$ cat config.mk
export PLATFORM = sky130hd
export DESIGN_NAME = sysrst_ctrl
export DESIGN_NICKNAME = d
export VERILOG_FILES = /design/src/rtl/sysrst_pkg.sv /design/src/rtl/sysrst_decode.sv /design/src/rtl/sysrst_store.sv /design/src/rtl/sysrst_pulse.sv /design/src/rtl/sysrst_ctrl.sv
export SDC_FILE = /design/constraint.sdc
export NUM_CORES = 1
export LEC_CHECK = 0
export ABC_AREA = 1
export CAP_MARGIN = 0
export CORE_AREA = 5 5 42 44
export CTS_CLUSTER_SIZE = 16
export DETAILED_ROUTE_END_ITERATION = 8
export DIE_AREA = 0 0 47 49
export PLACE_DENSITY = 0.74
export SLEW_MARGIN = 20
export SYNTH_ARGS = -nofsm -noshare
export SYNTH_HDL_FRONTEND = slang
export SYNTH_SLANG_ARGS = --single-unit
$ cat constraint.sdc
create_clock -name clk -period 0.8 [get_ports clk]
set_input_delay 0.08 -clock clk [delete_from_list [all_inputs] [get_ports clk]]
set_output_delay 0.08 -clock clk [all_outputs]
set_load 0.05 [all_outputs]
$ cat src/rtl/sysrst_pkg.sv
package sysrst_pkg;
    localparam int ADDR_W   = 16;
    localparam int DATA_W   = 8;
    localparam int TRIG_BIT = 2;
    localparam int TYPE_BIT = 1;

    typedef struct packed {
        logic [DATA_W-1:0] val;
    } store_state_t;

    typedef struct packed {
        logic req;
    } pulse_state_t;
endpackage

$ cat src/rtl/sysrst_decode.sv
module sysrst_decode #(
    parameter int              ADDR_W    = 16,
    parameter int              DATA_W    = 8,
    parameter logic [ADDR_W-1:0] PORT_ADDR = 16'hCF9,
    parameter int              TRIG_BIT  = 2
) (
    input  logic [ADDR_W-1:0] addr,
    input  logic [DATA_W-1:0] wdata,
    input  logic              rd,
    input  logic              wr,
    output logic              rd_hit,
    output logic              wr_store,
    output logic              wr_trig
);
    logic hit;

    always_comb begin
        hit      = (addr == PORT_ADDR);
        rd_hit   = hit && rd;
        wr_trig  = hit && wr && wdata[TRIG_BIT];
        wr_store = hit && wr && !wdata[TRIG_BIT];
    end
endmodule

$ cat src/rtl/sysrst_store.sv
module sysrst_store
    import sysrst_pkg::*;
#(
    parameter int DATA_W   = 8,
    parameter int TYPE_BIT = 1
) (
    input  logic              clk,
    input  logic              rst,
    input  logic              wr_store,
    input  logic              wr_trig,
    input  logic [DATA_W-1:0] wdata,
    output logic [DATA_W-1:0] val
);
    localparam logic [DATA_W-1:0] TYPE_MASK = DATA_W'(1) << TYPE_BIT;

    store_state_t st_d, st_q;

    always_comb begin
        st_d = st_q;
        if (rst) begin
            st_d.val = '0;
        end else if (wr_store) begin
            st_d.val = wdata & TYPE_MASK;
        end
    end

    always_ff @(posedge clk) begin
        st_q <= st_d;
    end

    assign val = st_q.val;

    AST_TRIG_KEEPS_VALUE: assert property (@(posedge clk) disable iff (rst)
        wr_trig |=> $stable(st_q.val));
    AST_STORE_TYPE_ONLY: assert property (@(posedge clk) disable iff (rst)
        wr_store |=> (st_q.val == ($past(wdata) & TYPE_MASK)));
    AST_IDLE_KEEPS_VALUE: assert property (@(posedge clk) disable iff (rst)
        (!wr_store && !wr_trig) |=> $stable(st_q.val));
    AST_RESET_CLEARS: assert property (@(posedge clk) disable iff (rst)
        $past(rst) |-> (st_q.val == '0));
endmodule

$ cat src/rtl/sysrst_pulse.sv
module sysrst_pulse
    import sysrst_pkg::*;
(
    input  logic clk,
    input  logic rst,
    input  logic wr_trig,
    output logic req
);
    pulse_state_t pl_d, pl_q;

    always_comb begin
        pl_d.req = wr_trig && !rst;
    end

    always_ff @(posedge clk) begin
        pl_q <= pl_d;
    end

    assign req = pl_q.req;

    AST_REQ_HAS_CAUSE: assert property (@(posedge clk) disable iff (rst)
        req |-> $past(wr_trig));
    AST_NO_SPURIOUS_REQ: assert property (@(posedge clk) disable iff (rst)
        !wr_trig |=> !req);
    AST_REQ_AFTER_RESET: assert property (@(posedge clk) disable iff (rst)
        $past(rst) |-> !req);
endmodule

$ cat src/rtl/sysrst_ctrl.sv
module sysrst_ctrl
    import sysrst_pkg::*;
#(
    parameter logic [ADDR_W-1:0] PORT_ADDR = 16'hCF9
) (
    input  logic              clk,
    input  logic              rst,
    input  logic [ADDR_W-1:0] io_addr,
    input  logic [DATA_W-1:0] io_wdata,
    input  logic              io_rd,
    input  logic              io_wr,
    output logic [DATA_W-1:0] io_rdata,
    output logic              io_rdata_en,
    output logic              sys_rst_req
);
    logic              rd_hit;
    logic              wr_store;
    logic              wr_trig;
    logic [DATA_W-1:0] val;

    sysrst_decode #(
        .ADDR_W   (ADDR_W),
        .DATA_W   (DATA_W),
        .PORT_ADDR(PORT_ADDR),
        .TRIG_BIT (TRIG_BIT)
    ) u_decode (
        .addr    (io_addr),
        .wdata   (io_wdata),
        .rd      (io_rd),
        .wr      (io_wr),
        .rd_hit  (rd_hit),
        .wr_store(wr_store),
        .wr_trig (wr_trig)
    );

    sysrst_store #(
        .DATA_W  (DATA_W),
        .TYPE_BIT(TYPE_BIT)
    ) u_store (
        .clk     (clk),
        .rst     (rst),
        .wr_store(wr_store),
        .wr_trig (wr_trig),
        .wdata   (io_wdata),
        .val     (val)
    );

    sysrst_pulse u_pulse (
        .clk    (clk),
        .rst    (rst),
        .wr_trig(wr_trig),
        .req    (sys_rst_req)
    );

    always_comb begin
        io_rdata_en = rd_hit;
        io_rdata    = rd_hit ? val : '0;
    end

    AST_RDATA_QUIET: assert property (@(posedge clk) disable iff (rst)
        !io_rdata_en |-> (io_rdata == '0));
    AST_RDATA_TYPE_ONLY: assert property (@(posedge clk) disable iff (rst)
        io_rdata_en |-> ((io_rdata & ~(DATA_W'(1) << TYPE_BIT)) == '0));
endmodule

Yosys cells after proc, flatten, opt, wreduce, memory -nomap -nowiden

Cells that the tools add are included.

Bits in registers: 2
Bits of input ports: 28
Output and inout port bits: 10
Word-level logic and storage cells: 11

Equality and inequality tests: 1
Mux-type cells: 1
Reduce and logical (&&, ||, !) cells: 7

Operators by type and width:

| operator                                         | count |
|---|---|
| == test 16 x 12 -> 1 bit (second input constant) | 1 |
| logical AND 1 bit                                | 5 |
| zero test 1 bit                                  | 2 |
| two-way mux 2 bit                                | 1 |

Depth between registers and ports, before layout

Gate-level depths: netlist of run 1.

Depth after elaboration: 4
Depth in mapped cells: 8
Depth with buffers taken out: 8

By module

From an unflattened synthesis of run 1, not the netlist that was laid out.

Cells, all modules: 56
Area, all modules: 284.0 µm²

By module, submodules not included:

| module        | times used | cells each | area each (µm²) |
|---|---|---|---|
| sysrst_store  | 1          | 15         | 101.3 |
| sysrst_decode | 1          | 21         | 87.6 |
| sysrst_ctrl   | 1          | 17         | 65.1 |
| sysrst_pulse  | 1          | 3          | 30.0 |

Worst setup path before layout of run 1

Ideal clock, no wire load.

Kind: input to output
Start: in io_addr[1]
End: out io_rdata[1]
Arrival: 1.093 ns
Path slack: -0.373 ns
Stages on the path: 5
Cells stage by stage: inv_1 > nand4_1 > nor2_2 > nand2_1 > nor3b_2

Word-level cells in the longest chain between the ends: 3

RTL lines:

| element                  | line                | source |
|---|---|---|
| start: declaration       | sysrst_ctrl.sv:8    | `input logic [ADDR_W-1:0] io_addr,` |
| == test 16 x 12 -> 1 bit | sysrst_decode.sv:18 | `hit = (addr == PORT_ADDR);` |
| logical AND 1 bit        | sysrst_decode.sv:19 | `rd_hit = hit && rd;` |
| two-way mux 2 bit        | sysrst_ctrl.sv:57   | `io_rdata = rd_hit ? val : '0;` |
| end: declaration         | sysrst_ctrl.sv:12   | `output logic [DATA_W-1:0] io_rdata,` |

Every way passes these cells.

Worst setup path after layout of run 1

Start: in io_addr[1]
End: out io_rdata_en

Word-level cells in the longest chain between the ends: 2

RTL lines:

| element                  | line                | source |
|---|---|---|
| == test 16 x 12 -> 1 bit | sysrst_decode.sv:18 |  |
| logical AND 1 bit        | sysrst_decode.sv:19 |  |
| end: declaration         | sysrst_ctrl.sv:13   | `output logic io_rdata_en,` |

Every way passes these cells.

==> results.md, run 1 <==
- Run status: finished, violations left
- Violated checks: negative setup slack
- Area of the multi-input gates: 253 µm²
- Clock sinks: 2
- Vias per cell: 4.03
- Skew final: 0 ns
- Tot Pwr: 0.000544 W
- Initial antenna violation count: 0
- Place WS: -0.689 ns
- Critical path type: in -> out
- Max VDD drop: 0.000505 V
- DIE AREA: 2300 µm²
- Post-synthesis cell count: 60
- Power Density: 820 nW/µm²
- Die Y: 49 µm
- Final hold vios: 0
- Max-slew violations: 0
- Startpoint types: primary input
- Netlist Area Pre-Place: 317 µm²
- Vias in the first global route: 381
- Reg area: 41.3 µm²
- Drt drc: 0
- Worst Setup Slack, final: -0.222 ns
- Syn Area/Cell: 5.28 µm²
- DP HPWL: 787 µm
- Layout cells sized above 1: 0.484
- Tightest Hold Check Type: in -> reg
- Sequential area share after synthesis: 0.126
- Final GP Congestion: 0.653
- Iteration-0 DRC Markers: 1
- Via Count: 431
- Synth cell types: 12
- Clk_lat worst skew: 0.22 ns
- Clock tree buffer depth: 2
- Hold Startpoint: io_addr[12]
- Total Wirelength: 891 µm
- Root buffer cell: clkbuf_4
- Lkg Pwr: 0.357 nW
- CP required: 0.72 ns
- Port Buffers: 24
- Synth warnings: 0
- CP endpoint kind: output pin
- Ant diodes: 0
- Largest net degree at the start of global routing: 3
- Worst Setup SP: io_addr[1]
- Setup-failing EPs final: 4
- Total CTS buffers: 3
- CTS H-tree depth: 1
- Hold Worst Slack: 0.332 ns
- # IOs: 38
- Initial Util: 0.226
- Final core occ: 0.473
- Achievable Freq: 0.978 GHz
- Post-route minimum period: 1.02 ns
- Clk pin slew, worst setup/hold paths: 0.03 ns
- Filler cells: 151
- Worst endpoint data arrival time: 0.94 ns
- Post-detailed-route wirelength per cell: 8.33 µm
- Detailed-router iteration count before antenna repair: 2
- Area growth, synth to finish: 109%
- Gr usage total: 0.0864
- Remaining Overflow, GRT: 0
- Core Region: 1400 µm²
- Chip width: 47 µm
- Final period util: 1.28
- First-pass GRT wire length: 1410 µm
- Final net count: 121
- RSZ-0062 raised after global routing: yes
- Number of max-cap violations: 0
- Flop and latch count out of synthesis: 2
- FP Rows: 14
- RR Startpoint: u_store.val[1]$_SDFFE_PP0P_
- Maximum fanout along the worst path: 2
- Detail Route Antenna Nets: 0
- CTS tree: built
## synthesized netlist by cell type (all sizes together)
cell type | instances | share of area
nand2 | 16 | 0.19
inv | 14 | 0.17
nor2 | 14 | 0.20
buf | 7 | 0.17
dfxtp | 2 | 0.13
nand3 | 2 | 0.047
nand4 | 2 | 0.040
conb | 1 | 0.012
nor3 | 1 | 0.016
nor3b | 1 | 0.040
## cells in the final DEF (no fill, tap or decap), drive strengths merged, types with 2 or more instances in the layout
cell type      count
nand3              2
clkdlybuf4s50      4
nand4              2
inv               13
conb               7
clkbuf             3
nor2              14
dfxtp              2
nand2             16
buf               23
## kinds of logic after synthesis
group         count (synthesis)  synth area share
buf+inv                      21             0.332
flops                         2             0.126
other cells                   1            0.0118
simple gates                 36             0.530
## final timing paths
check | end | slack, ns | cells after the start
worst max-delay path | io_rdata_en | -0.22 | 8
worst min-delay path | u_store.val[1]$_SDFFE_PP0P_ | 0.33 | 9
worst min register to register | u_store.val[1]$_SDFFE_PP0P_ | 0.48 | 2
worst max register to register | u_store.val[1]$_SDFFE_PP0P_ | 0.26 | 2
## worst max-delay path: stages
cell and delay, ns:
buf_8 0.10, clkinv_8 0.03, nand4_1 0.11, nor2_4 0.18, nand2_4 0.07, buf_4 0.14, nor2_4 0.09, buf_12 0.14
## power breakdown
| part | switching (W) | total, W | internal, W |
|---|---|---|---|
| sequential | 0.000000000341 | 0.000101 | 0.000101 |
| clock | 0.0000521 | 0.000217 | 0.000165 |
| combinational | 0.000140 | 0.000226 | 0.0000869 |
| total | 0.000192 | 0.000544 | 0.000352 |
## per-stage QoR
| stage | TNS (ns) | cell area [µm²] | std cells |
|---|---|---|---|
| finish | -0.616 | 663 | 107 |
| global route | -0.885 | 663 | 107 |
| CTS | -0.516 | 633 | 106 |
| detailed placement | -2.40 | 636 | 101 |
| global placement | -2.27 | 636 | 101 |
| floorplan | -0.248 | 383 | 66 |
## registers in the layout, indices dropped and copies added, names as in the netlist
name	count
u_pulse.req	1
u_store.val	1
## layer usage
metal  wire (µm)  share of wire  GRT usage  vias up
met5           0              0          0        -
met4          37          0.042     0.0829        0
met3          91           0.10     0.0148        4
met2         494           0.55      0.147       19
met1         267           0.30     0.0786      184
li1            -              -          -      224
## cell type report
class                   count  share of cell area
clock buffers               3              0.0340
inverters                  14              0.0981
multi-input cells          43               0.381
flip-flops and latches      2              0.0623
well taps                  16              0.0302
repair buffers             29               0.394
## what timing repair did
action	in CTS	in global routing
setup endpoints to repair	4	5
gates resized for setup	73	6
buffers inserted	2	1
hold buffers	0	0
pin swaps	13	7
Note: power is estimated with default switching activity, not from simulation.
==> inputs of run 2 (changes only) <==
--- a/config.mk
+++ b/config.mk
@@ -11,7 +11,7 @@
 export CTS_CLUSTER_SIZE = 16
 export DETAILED_ROUTE_END_ITERATION = 8
 export DIE_AREA = 0 0 47 49
-export PLACE_DENSITY = 0.74
+export PLACE_DENSITY = 0.75
 export SLEW_MARGIN = 20
 export SYNTH_ARGS = -nofsm -noshare
 export SYNTH_HDL_FRONTEND = slang
==> results.md, run 2 (synthesis results as in run 1) <==
- Iteration-0 DRC Markers: 2 (+1)
- RR Startpoint: u_store.val[1]$_SDFFE_PP0P_
- Layout cells sized above 1: 0.527 (+0.0434)
- Final net count: 123 (+1.7%)
- Worst reg2reg path depth: 2 (unchanged)
- Run status: finished, violations left
- Maximum fanout along the worst path: 2 (unchanged)
- Core Region: 1400 µm² (unchanged)
- Skew final: 0 ns (unchanged)
- Critical path type: in -> out
- DIE AREA: 2300 µm² (unchanged)
- Ant diodes: 0 (unchanged)
- Vias in the first global route: 438 (+15%)
- Number of max-cap violations: 0 (unchanged)
- Post-detailed-route wirelength per cell: 10.2 µm (+22%)
- Reg-to-reg endpoint: u_store.val[1]$_SDFFE_PP0P_
- CTS tree: built
- Final hold vios: 0 (unchanged)
- Remaining Overflow, GRT: 0 (unchanged)
- Port Buffers: 24 (unchanged)
- Initial Util: 0.226 (unchanged)
- Clk pin slew, worst setup/hold paths: 0.03 ns (about the same)
- Area growth, synth to finish: 134%
- Largest net degree at the start of global routing: 3 (unchanged)
- Lkg Pwr: 0.382 nW (+7.0%)
- Via Count: 434 (+0.70%)
- DP HPWL: 844 µm (+7.2%)
- Worst Setup Slack, final: -0.244 ns (-0.0220 ns)
- Hold Worst Slack: 0.366 ns (+0.0341 ns)
- Max VDD drop: 0.000568 V (+13%)
- RSZ-0062 raised after global routing: yes
- Root buffer cell: clkbuf_4
- Achievable Freq: 0.957 GHz (-2.1%)
- Total Wirelength: 1110 µm (+24%)
- Commonest non-fill, non-tap cell in the layout: nand2_1
- Hold Startpoint: io_addr[11]
- Vias per cell: 3.98 (-1.2%)
- Detailed-router iteration count before antenna repair: 2 (unchanged)
- Violated checks: negative setup slack
- Initial antenna violation count: 0 (unchanged)
- Worst endpoint data arrival time: 0.96 ns (+0.02 ns)
- Max-slew violations: 0 (unchanged)
- Setup TNS: -0.768 ns (-0.152 ns)
- Startpoint types: primary input
- Gr usage total: 0.0871 (+0.000703)
- Filler cells: 151 (unchanged)
- CP required: 0.72 ns (about the same)
- Chip width: 47 µm (unchanged)
- Tot Pwr: 0.000580 W (+6.7%)
- Most frequent cells in the layout: 12 x nand2_1, 11 x buf_6, 10 x inv_1
- CTS H-tree depth: 1 (unchanged)
- Clock sinks: 2 (unchanged)
- Final period util: 1.31 (+0.0275)
- Clock tree buffer depth: 2 (unchanged)
- Hold_buf cts: 0 (unchanged)
- Setup-failing EPs final: 4 (unchanged)
- Non-filler instance count after layout: 109 (+1.9%)
- # IOs: 38 (unchanged)
- R2R setup slack: 0.27 ns (about the same)
- FP Rows: 14 (unchanged)
- First-pass GRT wire length: 1520 µm (+7.9%)
- Tightest Hold Check Type: in -> reg
- Inst Count DP: 101 (unchanged)
- Die Y: 49 µm (unchanged)
- CP endpoint kind: output pin
- Hold worst-path end: u_store.val[1]$_SDFFE_PP0P_
- Post-route minimum period: 1.04 ns (+0.0220 ns)
- Final GP Congestion: 0.650 (-0.58%)
- Drt drc: 0 (unchanged)
- Post-Place Cell Area: 636 µm² (unchanged)
- Fin area: 742 µm² (+12%)
- Power Density: 782 nW/µm² (-4.7%)
- Total CTS buffers: 3 (unchanged)
- Clk_lat worst skew: 0.23 ns (about the same)
- Detail Route Antenna Nets: 0 (unchanged)
- Hold path depth: 8 (-1)
-- run 2: final cells by class --
cell class                 count  area, µm²  share of cell area
timing repair buffer          31        317               0.427
multi-input combinational     43        277               0.373
inverter                      14       65.1              0.0877
sequential                     2       41.3              0.0556
clock buffer                   3       22.5              0.0304
tap                           16       20.0              0.0270
-- run 2: how the worst max path moves through the flow --
stage / start / endpoint / slack [ns] / depth (start not counted)
6_report: io_addr[1] / io_rdata[1] / -0.24 / 7
2_1_floorplan: io_addr[1] / io_rdata[1] / -0.22 / 5
3_5_place_dp: io_addr[1] / io_rdata[1] / -0.69 / 7
3_3_place_gp: io_addr[1] / io_rdata[1] / -0.66 / 7
4_1_cts: io_addr[14] / io_rdata[1] / -0.25 / 7
5_1_grt: io_addr[1] / io_rdata[1] / -0.31 / 7
-- run 2: timing repair --
item	4_1_cts	5_1_grt
buffers inserted	7	1
gates resized for setup	88	5
endpoints found under the setup margin	4	5
pin swaps	18	3
cloned	0	0
-- run 2: routing by layer --
metal  GRT usage  wire (µm)
met2       0.176        666
met3           0         83
met1      0.0808        342
met4      0.0415         15
met5           0          0
-- run 2: report_power, final --
group,total [W],switching [W],leakage (nW),internal [W]
clock network,0.000227,0.0000609,0.0138,0.000166
registers,0.000100,0.000000000359,0.0166,0.000100
logic,0.000253,0.000151,0.352,0.000102
total,0.000580,0.000212,0.382,0.000368
-- run 2: critical path: stages --
cell and delay, ns:
buf_8 0.10, clkinv_8 0.03, nand4_1 0.12, nor2_4 0.19, nand2_4 0.07, nor3b_4 0.21
buf_12 0.16
-- run 2: metrics by stage --
stage          utilization  setup slack (ns)
2_1_floorplan            -            -0.223
3_3_place_gp         0.454            -0.664
3_5_place_dp         0.454            -0.688
4_1_cts              0.510            -0.246
5_1_grt              0.529            -0.313
6_report             0.529            -0.244
